[src/rtl/iowd_pkg.sv]
package iowd_pkg;

    typedef enum logic [2:0] {
        SEL_NONE   = 3'd0,
        SEL_DATA_W = 3'd1,
        SEL_DATA_B = 3'd2,
        SEL_ERR    = 3'd3,
        SEL_CNT    = 3'd4,
        SEL_PAIR   = 3'd5
    } port_sel_e;

    // Port offsets inside the window; the decode depends on them.
    localparam int unsigned OFF_DATA = 0;
    localparam int unsigned OFF_ERR  = 1;
    localparam int unsigned OFF_CNT  = 2;

    // Error register bit positions.
    localparam int unsigned ERR_UNDER_BIT = 0;
    localparam int unsigned ERR_OVER_BIT  = 1;

    localparam logic [15:0] ALL_ONES_W = 16'hFFFF;
    localparam logic [7:0]  ALL_ONES_B = 8'hFF;

endpackage

[src/rtl/iowd_port_decode.sv]
module iowd_port_decode
    import iowd_pkg::*;
#(
    parameter logic [15:0] BASE    = 16'h01F0,
    parameter int unsigned WIN_LEN = 8
) (
    input  logic [15:0] addr,
    input  logic        wide,
    output port_sel_e   sel
);
    localparam int unsigned OFF_W = (WIN_LEN > 1) ? $clog2(WIN_LEN) : 1;
    localparam logic [16:0] BASE17 = {1'b0, BASE};
    localparam logic [16:0] LEN17  = 17'(WIN_LEN);

    logic [16:0]      off17;
    logic             in_win;
    logic [OFF_W-1:0] off;

    always_comb begin
        off17  = {1'b0, addr} - BASE17;
        in_win = ({1'b0, addr} >= BASE17) && (off17 < LEN17);
        off    = off17[OFF_W-1:0];
        sel    = SEL_NONE;
        if (in_win) begin
            if (wide) begin
                if (off == OFF_W'(OFF_DATA))
                    sel = SEL_DATA_W;
                else if (off == OFF_W'(OFF_ERR))
                    sel = SEL_PAIR;
            end else begin
                if (off == OFF_W'(OFF_DATA))
                    sel = SEL_DATA_B;
                else if (off == OFF_W'(OFF_ERR))
                    sel = SEL_ERR;
                else if (off == OFF_W'(OFF_CNT))
                    sel = SEL_CNT;
            end
        end
    end

endmodule

[src/rtl/iowd_data_fifo.sv]
module iowd_data_fifo #(
    parameter int unsigned WIDTH = 16,
    parameter int unsigned DEPTH = 8
) (
    input  logic             clk,
    input  logic             rst_n,
    input  logic             push,
    input  logic             pop,
    input  logic [WIDTH-1:0] din,
    output logic [WIDTH-1:0] head,
    output logic             empty,
    output logic             full
);
    localparam int unsigned PTR_W = (DEPTH > 1) ? $clog2(DEPTH) : 1;
    localparam int unsigned CNT_W = $clog2(DEPTH + 1);

    typedef struct packed {
        logic [PTR_W-1:0] wp;
        logic [PTR_W-1:0] rp;
        logic [CNT_W-1:0] cnt;
    } fifo_state_t;

    fifo_state_t st_d, st_q;
    logic [WIDTH-1:0] mem_q [DEPTH];

    function automatic logic [PTR_W-1:0] bump(input logic [PTR_W-1:0] p);
        if (p == PTR_W'(DEPTH - 1))
            return '0;
        return p + 1'b1;
    endfunction

    always_comb begin
        st_d = st_q;
        if (push)
            st_d.wp = bump(st_q.wp);
        if (pop)
            st_d.rp = bump(st_q.rp);
        case ({push, pop})
            2'b10:   st_d.cnt = st_q.cnt + 1'b1;
            2'b01:   st_d.cnt = st_q.cnt - 1'b1;
            default: st_d.cnt = st_q.cnt;
        endcase
    end

    always_ff @(posedge clk) begin
        if (!rst_n)
            st_q <= '0;
        else
            st_q <= st_d;
    end

    always_ff @(posedge clk) begin
        if (push)
            mem_q[st_q.wp] <= din;
    end

    assign head  = mem_q[st_q.rp];
    assign empty = (st_q.cnt == '0);
    assign full  = (st_q.cnt == CNT_W'(DEPTH));

    assert_no_overflow_R3: assert property (@(posedge clk) disable iff (!rst_n)
        full |-> !push);
    assert_no_underflow_R4: assert property (@(posedge clk) disable iff (!rst_n)
        empty |-> !pop);
    assert_count_range_R2: assert property (@(posedge clk) disable iff (!rst_n)
        st_q.cnt <= CNT_W'(DEPTH));

endmodule

[src/rtl/io_width_decoder.sv]
module io_width_decoder
    import iowd_pkg::*;
#(
    parameter logic [15:0] BASE       = 16'h01F0,
    parameter int unsigned WIN_LEN    = 8,
    parameter int unsigned FIFO_DEPTH = 8
) (
    input  logic        clk,
    input  logic        rst_n,
    input  logic [15:0] addr,
    input  logic        rd,
    input  logic        wr,
    input  logic        wide,
    input  logic [15:0] wdata,
    output logic [15:0] rdata
);
    typedef struct packed {
        logic [7:0]  err;
        logic [7:0]  cnt;
        logic [15:0] rdat;
    } regs_t;

    regs_t      r_d, r_q;
    port_sel_e  sel;
    logic       fifo_push, fifo_pop, fifo_empty, fifo_full;
    logic [15:0] fifo_head;
    logic       data_rd;

    iowd_port_decode #(.BASE(BASE), .WIN_LEN(WIN_LEN)) u_dec (
        .addr (addr),
        .wide (wide),
        .sel  (sel)
    );

    iowd_data_fifo #(.WIDTH(16), .DEPTH(FIFO_DEPTH)) u_fifo (
        .clk   (clk),
        .rst_n (rst_n),
        .push  (fifo_push),
        .pop   (fifo_pop),
        .din   (wdata),
        .head  (fifo_head),
        .empty (fifo_empty),
        .full  (fifo_full)
    );

    always_comb begin
        data_rd   = rd && (sel == SEL_DATA_W || sel == SEL_DATA_B);
        fifo_pop  = data_rd && !fifo_empty;
        fifo_push = wr && (sel == SEL_DATA_W) && !fifo_full;

        r_d = r_q;

        // Writes to the register bytes land on the strobe edge.
        if (wr) begin
            case (sel)
                SEL_ERR:  r_d.err = wdata[7:0];
                SEL_CNT:  r_d.cnt = wdata[7:0];
                SEL_PAIR: begin
                    r_d.err = wdata[7:0];
                    r_d.cnt = wdata[15:8];
                end
                default: ;
            endcase
        end

        // Sticky error events after any software write.
        if (wr && sel == SEL_DATA_W && fifo_full)
            r_d.err[ERR_OVER_BIT] = 1'b1;
        if (data_rd && fifo_empty)
            r_d.err[ERR_UNDER_BIT] = 1'b1;

        if (rd) begin
            case (sel)
                SEL_DATA_W: r_d.rdat = fifo_empty ? ALL_ONES_W : fifo_head;
                SEL_DATA_B: r_d.rdat = {ALL_ONES_B,
                                        fifo_empty ? ALL_ONES_B : fifo_head[7:0]};
                SEL_ERR:    r_d.rdat = {ALL_ONES_B, r_q.err};
                SEL_CNT:    r_d.rdat = {ALL_ONES_B, r_q.cnt};
                SEL_PAIR:   r_d.rdat = {r_q.cnt, r_q.err};
                default:    r_d.rdat = ALL_ONES_W;
            endcase
        end
    end

    always_ff @(posedge clk) begin
        if (!rst_n) begin
            r_q.err  <= '0;
            r_q.cnt  <= '0;
            r_q.rdat <= ALL_ONES_W;
        end else begin
            r_q <= r_d;
        end
    end

    assign rdata = r_q.rdat;

    assert_underflow_flag_R4: assert property (@(posedge clk) disable iff (!rst_n)
        (rd && (sel == SEL_DATA_W || sel == SEL_DATA_B) && fifo_empty)
        |=> (r_q.err[ERR_UNDER_BIT] && rdata[7:0] == 8'hFF));
    assert_overflow_flag_R3: assert property (@(posedge clk) disable iff (!rst_n)
        (wr && sel == SEL_DATA_W && fifo_full) |=> r_q.err[ERR_OVER_BIT]);
    assert_unmapped_ones_R9: assert property (@(posedge clk) disable iff (!rst_n)
        (rd && sel == SEL_NONE) |=> (rdata == 16'hFFFF));
    assert_rdata_hold_R10: assert property (@(posedge clk) disable iff (!rst_n)
        !rd |=> $stable(rdata));
    assert_byte_lane_R5: assert property (@(posedge clk) disable iff (!rst_n)
        (rd && !wide) |=> (rdata[15:8] == 8'hFF));

endmodule

[config.mk]
export PLATFORM = sky130hd
export DESIGN_NAME = io_width_decoder
export DESIGN_NICKNAME = d
export VERILOG_FILES = /design/src/rtl/iowd_pkg.sv /design/src/rtl/iowd_port_decode.sv /design/src/rtl/iowd_data_fifo.sv /design/src/rtl/io_width_decoder.sv
export SDC_FILE = /design/constraint.sdc
export NUM_CORES = 1
export LEC_CHECK = 0
export ABC_AREA = 1
export BUFFER_PORTS_ARGS = -buffer_cell sky130_fd_sc_hd__buf_2
export CAP_MARGIN = 25
export CORE_MARGIN = 8
export CORE_UTILIZATION = 50
export CTS_BUF_LIST = sky130_fd_sc_hd__clkbuf_8
export DETAILED_ROUTE_END_ITERATION = 8
export GPL_TIMING_DRIVEN = 0
export PLACE_DENSITY_LB_ADDON = 0.12
export SKIP_LAST_GASP = 1
export SYNTH_ARGS = -nofsm -noshare
export SYNTH_HDL_FRONTEND = slang
export SYNTH_SLANG_ARGS = --single-unit
[constraint.sdc]
create_clock -name clk -period 4.35 [get_ports clk]
set_input_delay 0.2175 -clock clk [delete_from_list [all_inputs] [get_ports clk]]
set_output_delay 0.2175 -clock clk [all_outputs]
set_load 0.01 [all_outputs]
; ---- Word-level counts from Yosys, hierarchy flattened
; Memory sizes are Yosys's and may differ from the RTL's. A register that Yosys moved wholly into a read port is not among the register bits.
; Cells that the tools add are included.
[totals]
inputBits = 37
output_inout_bits = 16
register_bits = 42
ramBits = 128
n_memories = 1
[mem_list]
columns = memory, words, word_bits, rd, rd_clocked_by_memory_dff, write_ports, line
row1 = u_fifo.mem_q, 8, 16, 1, 1, 1, iowd_data_fifo.sv:24  ; logic [WIDTH-1:0] mem_q [DEPTH];
[op_classes]
mux = 28
n_reduce_logical = 23
n_lt_le_gt_ge = 2
eq_ne = 12
add_sub_neg = 5
[op_table]
columns = op, count
row1 = $pmux 16 s5, 1
row2 = $mux 3, 13
row3 = $lt 17x4->1 const B, 1
row4 = $sub 16x9->17 const B, 1
row5 = $ge 16x9->1 const B, 1
row6 = $mux 16, 1
row7 = $pmux 8 s2, 1
row8 = $eq 3x3->1 const B, 4
row9 = $reduce_bool 2->1, 6
row10 = $mux 10, 1
row11 = $eq 3x2->1 const B, 3
row12 = $mux 1, 8
row13 = $mux 8, 1
row14 = $pmux 4 s2, 1
row15 = $reduce_and 2->1, 4
row16 = $logic_and 1x1->1, 7
row17 = $add 3x1->3 const B, 2
row18 = $eq 3x1->1 const B, 2
row19 = $add 4x1->4 const B, 1
row20 = $eq 4x4->1 const B, 1
row21 = $logic_not 4->1, 1
row22 = $sub 4x1->4 const B, 1
row23 = $logic_not 3->1, 1
row24 = $eq 2x1->1 const B, 1
row25 = 5 further kinds, 6

; ---- Depth between registers and ports, before layout
; Gate-level depths: netlist of run 1.
[logic_depth]
word_depth = 15
depth_mapped = 24
mapped_depth_nobuf = 24

; ---- Hierarchy
; Synthesis of run 1 repeated with hierarchy kept, for this count alone.
[unflattened]
cells_unflattened = 797
area_unflattened_um2 = 7816.2
[modules_own_cells]
columns = mod, cells_per_inst, instances, area_per_inst_um2
row1 = iowd_data_fifo, 451, 1, 5677.9
row2 = io_width_decoder, 281, 1, 1851.8
row3 = iowd_port_decode, 65, 1, 286.5

; ---- Worst setup path after synthesis of run 1
; No wires, ideal clock.
[synth_timing]
path_kind = input -> register
from = input port addr[4]
to = memory u_fifo.mem_q[3][0] (enable)
arrival_time_ps = 2732
path_stages = 12
setup_slack_ps = 1209
setup_time_ps = 409
t_required_ps = 3941
cell_sequence = ha_1 nor2_1 nand2_1 nor2_1 nand3_1 nor2_1 nand2_2 nor2_8 nand4_4 nor3_4 nand2_2 nor3_1
[synth_between]
elab_chain_cells = 9
word_cells_on_any_way = 10
classes_between = 1 x add/sub / 2 x order compare / 1 x eq/ne / 3 x mux / 3 x reduce/logical
[synth_rtl]
columns = item, line
row1 = from (decl), io_width_decoder.sv:10  ; input logic [15:0] addr,
row2 = $sub 16x9->17, iowd_port_decode.sv:20  ; off17 = {1'b0, addr} - BASE17;
row3 = $lt 17x4->1, iowd_port_decode.sv:21  ; in_win = ({1'b0, addr} >= BASE17) && (off17 < LEN17);
row4 = $logic_and 1x1->1 *, iowd_port_decode.sv:21
row5 = $mux 3 *, iowd_port_decode.sv:24  ; if (in_win) begin
row6 = $eq 3x1->1 *, io_width_decoder.sv:49  ; fifo_push = wr && (sel == SEL_DATA_W) && !fifo_full;
row7 = $logic_and 1x1->1 * (2 in series), io_width_decoder.sv:49
row8 = $mux 1 *, iowd_data_fifo.sv:53  ; if (push)
row9 = $mux 1 (not written as such) *, iowd_data_fifo.sv:54  ; mem_q[st_q.wp] <= din;
row10 = to (decl), iowd_data_fifo.sv:24
; Mark *: on every way between the ends. The rest lies on a longest branch, timed or not.

; ---- Worst setup path after layout of run 1
[layout_timing]
from = register u_fifo.st_q[0] (netlist name)
to = register u_fifo.st_q[2] (netlist name)
[layout_between]
elab_chain_cells = 5
word_cells_on_any_way = 12
classes_between = 2 x add/sub / 3 x eq/ne / 1 x mux / 6 x reduce/logical
[layout_rtl]
columns = item, line
row1 = from (decl), iowd_data_fifo.sv:23  ; fifo_state_t st_d, st_q;
row2 = from (signal assigned), iowd_data_fifo.sv:49  ; st_q <= st_d;
row3 = $eq 4x4->1 / $logic_not 4->1 (equally long branches), "iowd_data_fifo.sv:59, iowd_data_fifo.sv:58"
row4 = "$logic_not 1->1, on equally long branches", "io_width_decoder.sv:49, io_width_decoder.sv:48"
row5 = "$logic_and 1x1->1, on equally long branches", "io_width_decoder.sv:49, io_width_decoder.sv:48"
row6 = $eq 2x1->1 / $eq 2x2->1 (equally long branches), iowd_data_fifo.sv:38  ; case ({push, pop})
row7 = $pmux 4 s2 / $reduce_bool 2->1 (equally long branches), n/a
; Parallel ways exist; a longest one is shown, timed or not.
; A chain may end at the register's enable or synchronous reset.

==> impl_metrics.csv, run 1 <==
group,metric,value,unit
setup_path,r2r_end,"u_fifo.st_q[2]",
sta,relSlewSlack,33.4,%
cells_and_area,layout_commonest_cell,"nand2_1",
setup_path,crit_cells,17,
sta,grt_setup_unrepaired,"no",
grt,grt_use_total,21.1,%
route,drt-initial-drc-count,586,
setup_path,crit_end,"u_fifo.st_q[2]",
pwr,ir_drop,230,µV
setup_path,critPathTopFamily,"buffers and inverters",
sta,slew_viol_final,0,
cells_and_area,postLayoutCellArea,8870,µm²
sta,fin_skew,0.0132,ns
synth,yosys-top-cells-area,"edfxtp_1, dfxtp_1, nand2_1, nor2_1, a21oi_1",
placement,dpl.hpwl,14700,µm
clock_tree,clk_path_buf_depth,2,
floorplan,die_width,141,µm
clock_tree,cts_hold_buf,0,
route,via_count,6118,
flow_run,maxCapViolCount,0,
floorplan,die_h,141,µm
synth,yosysWarnings,0,
placement,preCtsSetupSlack,0.632,ns
grt,grt_pass1_wl,32300,µm
sta,tns,0,ns
floorplan,io_pins,53,
setup_path,rr_worst_depth,17,
route,ant_nets,0,
cells_and_area,antenna_cells,0,
placement,port_buffers,52,
synth,ys.flop_type,"edfxtp_1",
clock_tree,clkTransAtPathRegs,0.09,ns
setup_path,startpoint,"u_fifo.st_q[0]",
run_status,status,"complete, no violations",
synth,synth_seq_area_share,61.0,%
synth,synthCells,794,
synth,synth_area,7770,µm²
sta,setup_violations,0,
synth,synth_cell_type_count,42,
cells_and_area,drive_above_1_share,16.4,%
sta,fmax,297,MHz
clock_tree,cts_root_buffer,"clkbuf_8",
synth,synth_edf_count,128,
route,first_pass_iters,5,
floorplan,row_count,45,
grt,grt_pass1_vias,5948,
floorplan,die_area,19800,µm²
sta,hold_violations,0,
sta,fin_ws,0.977,ns
synth,synth_nets,839,
cells_and_area,synthToLayoutAreaGrowth,14.1,%
clock_tree,clk-insertion-delay-late,0.46,ns
synth,syn_area_per_cell,9.79,µm²
setup_path,path_max_fanout,10,
setup_path,path_buf_inv,7,
grt,grt_max_degree,17,
hold_path,hp-class,"primary input to flop",
route,drc,0,
sta,period_share,77.5,%
clock_tree,cts_inserted_buffers,17,
synth,netlist.area_leader.share,49.5,%
placement,placed_area,8430,µm²
synth,synth_top_area_cell,"edfxtp_1",
synth,async_reset_ff_share,0,%
setup_path,crit_path_start_kind,"flop",
route,routed_via_density,5.68,
setup_path,crit_top_cell,"inv_1",
setup_path,path_cells,"nor2_1 > inv_1 > nor3_1 > clkbuf_4 > inv_1 > clkbuf_1 > nand3_1 > inv_1 > ha_1 > nand2_1 > inv_1 > nor2_1 > ha_1 > a21oi_1 > nor2_1 > o221ai_1 > inv_1",
clock_tree,cts_resized,0,
setup_path,worstSetupPathType,"flop to flop",
placement,gp_congestion,0.886,
clock_tree,cts_htree_levels,4,
pwr,power_density,352,nW/µm²
clock_tree,numClockSinks,173,
synth,synth_seq_cells,173,
cells_and_area,regArea,4740,µm²
cells_and_area,finish.utilization,58.4,%
sta,min_period,3.37,ns
grt,grt_remaining_overflow,0,
setup_path,cp.arrival,3.73,ns
floorplan,start_util,51.1,%
clock_tree,postCtsSetupBuffers,0,
cells_and_area,multi_input_area,2580,µm²
cells_and_area,nets,921,
grt,antenna_found_initial,0,
sta,tightestPinTransition,0.994,ns
setup_path,cpPeakStageDelay,0.59,ns
setup_path,reg2reg_from,"u_fifo.st_q[0]",
route,drt-total-wl,20700,µm
cells_and_area,fill_cells,1351,
setup_path,r2r_setup_slack,0.98,ns
clock_tree,cts_tree,"built",
setup_path,worstPathRequired,4.70,ns
setup_path,endpoint_kind,"flop",
floorplan,coreArea,15200,µm²
cells_and_area,layout_common_cells,"nand2_1, edfxtp_1, nor2_1",
setup_path,cp_slowest_cell,"clkbuf_1",
pwr,p_leak,3.42,nW
route,drt-wirelength-per-cell,19.3,µm
## final cells by class
class	count	area share [%]
multi-input cells	515	29.1
flip-flops and latches	173	53.5
clock inverters	15	2.19
inverters	55	2.34
well taps	188	2.65
plain buffers	51	3.13
repair buffers	63	4.46
clock buffers	17	2.64
## per-layer routing
layer / up-vias / global-route usage [%] / routed length, µm
met1: 2933 / 27.4 / 8900
met4: 0 / 6.90 / 457
li1: 2892 / - / -
met5: - / 0 / 0
met2: 258 / 34.8 / 10000
met3: 35 / 4.15 / 1380
## cells in the mapped netlist, types with 4 or more instances
master / number
nand3b_1: 4
nor3_1: 18
nand2_1: 166
o21ai_0: 53
inv_1: 46
buf_4: 16
a21oi_1: 66
a221o_1: 12
nand2_2: 7
nor2_1: 90
inv_2: 5
nand3_1: 41
o22ai_1: 13
clkbuf_1: 28
nor2_2: 4
edfxtp_1: 128
ha_1: 8
dfxtp_1: 45
nand4_1: 5
o21ai_1: 5
## cells by family (layout without fill, tap and decap cells)
logic type	count (synthesis)	count (layout)	share of synthesized area, %
AO/OA/AOI/OAI	160	160	11.7
XOR/XNOR	2	2	0.225
adder cells (fa/ha/maj)	8	8	1.29
buffers and inverters	106	201	6.25
flip-flops	173	173	61.0
AND/OR/NAND/NOR	345	345	19.5
## worst register-to-register path: stages, from the launching register on
cell and delay, ns:
dfxtp_1 0.40, nor2_1 0.07, inv_1 0.07, nor3_1 0.04
clkbuf_4 0.19, inv_1 0.16, clkbuf_1 0.59, nand3_1 0.43
inv_1 0.19, ha_1 0.23, nand2_1 0.08, inv_1 0.09
nor2_1 0.07, ha_1 0.18, a21oi_1 0.18, nor2_1 0.09
o221ai_1 0.16, inv_1 0.05
## state kept, by name (all words and copies together) (netlist names), named ones only
register	count
r_q	16
u_fifo.st_q	10
rdata	16
u_fifo.mem_q	128
## worst min-delay path by stage
stage | from | endpoint | slack, ns | cells past startpoint
2_1_floorplan | wdata[0] | u_fifo.mem_q[0][0] | 0.32 | 0
3_3_place_gp | rdata[10] | rdata[10] | 0.46 | 2
3_5_place_dp | rdata[8] | rdata[8] | 0.46 | 2
4_1_cts | wdata[11] | u_fifo.mem_q[1][11] | 0.03 | 1
5_1_grt | wdata[8] | u_fifo.mem_q[1][8] | 0.03 | 1
6_report | wdata[11] | u_fifo.mem_q[1][11] | 0.06 | 1
## report_power, final
part,switching [mW],internal [mW]
clock,0.592,0.624
combinational,0.0832,0.0433
sequential,0.00359,1.77
total,0.679,2.44
## per-stage QoR
step                      std cells  hold WS, ns  total power [mW]
after CTS                      1075       0.0255              3.13
after global routing           1077       0.0343              3.21
after detailed placement       1043        0.463              1.94
final                          1077       0.0599              3.12
after global placement         1034        0.460              1.94
after floorplan                 794        0.316              1.88
Note: power is estimated with default switching activity, not from simulation.
==> inputs of run 2 (changes only) <==
clock period = 3.05 ns   (was 4.35 ns; I/O delays follow)
==> run 2 against run 1 <==
Net effect: cell count is 0.74% higher; via count increased by 0.60%; clock power grew 32%; sequential share of layout area fell by 0.43 points; critical path type is now primary input to flop; non-clock buffer count rose by 8; clock skew rose by 0.0026 ns; largest power group unchanged.
==> impl_metrics.csv, run 2 (synthesis results as in run 1) <==
group,metric,value,unit
cells_and_area,largest_register_ffs,128,
sta,timing.hold.ws,0.0233,ns
placement,preCtsSetupSlack,-0.681,ns
sta,fin_ws,0.191,ns
sta,fmax,350,MHz
floorplan,start_util,51.1,%
cells_and_area,antenna_cells,0,
sta,fin_skew,0.0158,ns
setup_path,crit_path_start_kind,"primary input",
cells_and_area,layout_common_cells,"nand2_1, edfxtp_1, nor2_1",
grt,grt_max_degree,17,
route,drt-wirelength-per-cell,19.1,µm
route,drt-total-wl,20700,µm
sta,tightestPinTransition,0.957,ns
hold_path,min_from,"wdata[14]",
route,drt-initial-drc-count,514,
sta,tns,0,ns
hold_path,hold_end,"u_fifo.mem_q[7][14]",
route,first_pass_iters,5,
sta,setup_violations,0,
clock_tree,clk-insertion-delay-late,0.46,ns
cells_and_area,final_cells,1085,
cells_and_area,finish.utilization,58.8,%
pwr,power.total,4.33,mW
floorplan,die_h,141,µm
clock_tree,clk_path_buf_depth,2,
clock_tree,cts_tree,"built",
route,via_count,6155,
route,routed_via_density,5.67,
sta,period_share,93.7,%
cells_and_area,postLayoutCellArea,8940,µm²
setup_path,path_max_fanout,9,
clock_tree,numClockSinks,173,
clock_tree,clkTransAtPathRegs,0.09,ns
hold_path,hp-class,"primary input to flop",
cells_and_area,largest-register,"u_fifo.mem_q",
route,drc,0,
route,ant_nets,0,
setup_path,cpPeakStageDelay,0.72,ns
setup_path,path_cells,"buf_2 > ha_1 > nand2_1 > inv_2 > nand3_1 > nand2_1 > nand2_1 > nand2_1 > nor2_4 > nand4_4 > nor3_4 > nand2_2 > nor3_2 > buf_4",
setup_path,cp_slowest_cell,"nor3_2",
sta,slew_viol_final,0,
placement,place_inst,1041,
cells_and_area,synthToLayoutAreaGrowth,15.1,%
setup_path,r2r_setup_slack,0.43,ns
cells_and_area,drive_above_1_share,17.4,%
grt,grt_pass1_vias,5944,
pwr,p_leak,3.43,nW
placement,placed_area,8400,µm²
cells_and_area,nets,929,
run_status,status,"complete, no violations",
setup_path,reg2reg_from,"u_fifo.st_q[0]",
grt,grt_use_total,21.3,%
setup_path,cp.arrival,3.02,ns
clock_tree,cts_root_buffer,"clkbuf_8",
placement,gp_congestion,0.894,
setup_path,worstSetupPathType,"primary input to flop",
setup_path,worstPathRequired,3.21,ns
hold_path,hold_path_depth,1,
grt,grt_pass1_wl,32300,µm
placement,dpl.hpwl,14600,µm
floorplan,die_width,141,µm
grt,antenna_found_initial,0,
floorplan,io_pins,53,
placement,port_buffers,52,
clock_tree,cts_htree_levels,4,
grt,grt_remaining_overflow,0,
pwr,ir_drop,357,µV
sta,min_period,2.86,ns
floorplan,coreArea,15200,µm²
floorplan,row_count,45,
sta,hold_violations,0,
sta,relSlewSlack,35.8,%
flow_run,maxCapViolCount,0,
setup_path,endpoint_kind,"flop",
sta,grt_setup_unrepaired,"no",
setup_path,crit_top_cell,"nand2_1",
cells_and_area,layout_commonest_cell,"nand2_1",
floorplan,die_area,19800,µm²
pwr,power_density,484,nW/µm²
setup_path,rr_worst_depth,16,
clock_tree,cts_inserted_buffers,17,
setup_path,r2r_end,"u_fifo.st_q[3]",
## run 2: layout make-up
type | instances | area [µm²]
multi-input cells | 515 | 2610
fillers | 1310 | 6260
clock buffers | 17 | 234
repair buffers | 72 | 473
inverters | 55 | 211
well taps | 188 | 235
plain buffers | 50 | 274
flip-flops and latches | 173 | 4740
clock inverters | 15 | 161
## run 2: repair_timing
action                                  in CTS  in global routing
hold buffers                                 7                  0
endpoints found under the setup margin       4                  2
gates resized for setup                      3                  2
hold endpoints to repair                    56                  0
pin swaps                                    0                  1
setup buffers                                1                  3
## run 2: critical path, delay by kind of cell
family	cells	cell delay, ns
AND/OR/NAND/NOR	10	2.10
buffers and inverters	3	0.52
adder cells (fa/ha/maj)	1	0.23
## run 2: power breakdown
group          internal (mW)  switching [mW]
Sequential              2.53         0.00512
Clock                  0.737           0.868
Combinational         0.0678           0.122
Total                   3.33           0.995
## run 2: per-layer routing
metal | track usage, % | vias to the layer above | wire (µm)
met5 | 0 | - | 0
met4 | 7.52 | 0 | 298
met3 | 3.81 | 23 | 1320
met2 | 35.1 | 230 | 10200
met1 | 27.7 | 2982 | 8830
li1 | - | 2920 | -
## run 2: worst max path at each step
stage	startpoint	endpoint	slack, ns
after floorplan	addr[4]	u_fifo.mem_q[3][0]	-0.03
after global placement	addr[4]	u_fifo.mem_q[0][3]	-1.52
after detailed placement	u_fifo.st_q[0]	u_fifo.st_q[3]	-0.68
after CTS	u_fifo.st_q[0]	u_fifo.st_q[3]	0.20
after global routing	addr[4]	u_fifo.mem_q[6][7]	0.02
final	addr[4]	u_fifo.mem_q[6][7]	0.19
==> inputs of run 3 (changes only) <==
CTS_BUF_LIST = unset   (was sky130_fd_sc_hd__clkbuf_8)
==> run 3 against run 2 <==
Net effect: sequential share of layout area fell by 0.79 points; cell count fell by 0.55%; clock-buffer cell count did not move; worst setup slack improved by 0.044 ns; combinational power fell by 4%; first-iteration DRC count rose by 6.8%; die area did not move; maximum frequency rose by 1.6%; clock power rose by 33%; critical endpoint is now u_fifo.mem_q[7][6].
==> impl_metrics.csv, run 3 (synthesis results as in run 1) <==
group,metric,value,unit
run_status,status,"complete, no violations",
clock_tree,clkTransAtPathRegs,0.07,ns
sta,period_share,92.3,%
route,drt-initial-drc-count,549,
route,drc,0,
route,routed_via_density,5.73,
grt,antenna_found_initial,0,
clock_tree,cts_tree,"built",
floorplan,die_area,19800,µm²
clock_tree,clk-insertion-delay-late,0.43,ns
sta,fmax,355,MHz
setup_path,rr_worst_depth,16,
grt,grt_pass1_vias,5994,
setup_path,worstSetupPathType,"primary input to flop",
setup_path,endpoint_kind,"flop",
sta,grt_setup_unrepaired,"no",
clock_tree,cts_htree_levels,4,
floorplan,die_width,141,µm
cells_and_area,layout_common_cells,"nand2_1, edfxtp_1, nor2_1",
floorplan,die_h,141,µm
clock_tree,numClockSinks,173,
sta,hold_violations,0,
cells_and_area,synthToLayoutAreaGrowth,16.8,%
cells_and_area,largest-register,"u_fifo.mem_q",
setup_path,path_buf_inv,3,
setup_path,crit_path_start_kind,"primary input",
grt,grt_max_degree,17,
setup_path,path_cells,"buf_2 > ha_1 > nand2_1 > inv_2 > nand3_1 > nand2_1 > nand2_1 > nand2_1 > nor2_4 > nand4_4 > nor3_4 > nand2_2 > nor3_2 > buf_6",
flow_run,maxCapViolCount,0,
grt,grt_pass1_wl,32400,µm
floorplan,start_util,51.1,%
pwr,power_density,536,nW/µm²
setup_path,crit_end,"u_fifo.mem_q[7][6]",
floorplan,row_count,45,
cells_and_area,antenna_cells,0,
setup_path,worstPathRequired,3.18,ns
route,first_pass_iters,5,
sta,min_period,2.81,ns
route,drt-total-wl,20800,µm
setup_path,cp.arrival,2.94,ns
route,drt-wirelength-per-cell,19.3,µm
clock_tree,cts_root_buffer,"clkbuf_16",
setup_path,path_max_fanout,9,
route,via_count,6188,
cells_and_area,nets,923,
route,ant_nets,0,
setup_path,cp_slowest_cell,"nor3_2",
sta,tightestPinTransition,0.956,ns
sta,setup_violations,0,
placement,place_inst,1041,
setup_path,cpPeakStageDelay,0.74,ns
setup_path,reg2reg_from,"u_fifo.st_q[0]",
setup_path,critPathTopFamily,"simple AND/OR/NAND/NOR gates",
cells_and_area,largest_register_ffs,128,
cells_and_area,final_cells,1079,
sta,slew_viol_final,0,
setup_path,startpoint,"addr[4]",
sta,fin_skew,0.0102,ns
cells_and_area,layout_commonest_cell,"nand2_1",
hold_path,hp-class,"primary input to flop",
pwr,ir_drop,399,µV
grt,grt_remaining_overflow,0,
clock_tree,clk_path_buf_depth,2,
cells_and_area,drive_above_1_share,17.6,%
setup_path,crit_cells,14,
floorplan,coreArea,15200,µm²
clock_tree,cts_hold_buf,0,
placement,port_buffers,52,
pwr,power.total,4.86,mW
setup_path,crit_top_cell,"nand2_1",
placement,gp_congestion,0.894,
grt,grt_use_total,21.3,%
pwr,p_leak,3.51,nW
floorplan,io_pins,53,
clock_tree,cts_inserted_buffers,17,
placement,dpl.hpwl,14600,µm
sta,relSlewSlack,35.9,%
setup_path,r2r_end,"u_fifo.st_q[3]",
setup_path,r2r_setup_slack,0.42,ns
-- run 3: changes by cell type in the layout (fill, tap and decap cells not counted), sizes merged --
| cell | before | now |
|---|---|---|
| buf | 88 | 89 |
| dlygate4sd3 | 7 | 0 |
-- run 3: power breakdown --
group,total [mW],switching (mW),internal (mW)
clock network,2.14,0.928,1.22
logic,0.183,0.121,0.0620
registers,2.54,0.00515,2.53
total,4.86,1.05,3.81
-- run 3: what timing repair did --
action / CTS / global route
resized for setup: 2 / 4
buffers inserted: 0 / 5
endpoints found under the hold margin: 0 / 0
setup endpoints to repair: 4 / 11
pin swaps: 0 / 1
-- run 3: area by class of cell --
class | instances | area, µm²
fill | 1291 | 6120
clock inverter | 15 | 161
multi-input combinational | 515 | 2620
sequential | 173 | 4740
buffer | 50 | 274
inverter | 55 | 211
clock buffer | 17 | 425
timing repair buffer | 66 | 410
tap | 188 | 235
-- run 3: through the flow --
step / setup slack (ns) / area (µm²) / utilization [%] / hold WS [ns] / TNS, ns
2_1_floorplan: -0.0264 / 7780 / - / 0.251 / -2.82
5_1_grt: 0.0646 / 9080 / 59.7 / 0.00802 / 0
6_report: 0.235 / 9080 / 59.7 / 0.0170 / 0
3_3_place_gp: -1.52 / 8270 / 54.4 / 0.447 / -161.55
3_5_place_dp: -0.681 / 8400 / 55.3 / 0.457 / -13.64
4_1_cts: -0.0113 / 8990 / 59.2 / 0.0107 / -0.0113
-- run 3: layer usage --
metal	vias to the layer above	GRT usage (%)	part of all wire [%]
met5	-	0	0
met4	0	7.47	1.6
met3	18	4.73	7.3
met2	257	35.0	49
met1	3000	27.3	42
li1	2913	-	-
-- run 3: how the worst min path moves through the flow --
stage,startpoint,endpoint,slack (ns),cells after the start
2_1_floorplan,wdata[0],u_fifo.mem_q[0][0],0.25,0
3_3_place_gp,wdata[11],u_fifo.mem_q[0][11],0.45,1
3_5_place_dp,wdata[11],u_fifo.mem_q[1][11],0.46,1
4_1_cts,wdata[11],u_fifo.mem_q[1][11],0.01,1
5_1_grt,wdata[8],u_fifo.mem_q[0][8],0.008,1
6_report,wdata[8],u_fifo.mem_q[3][8],0.02,1
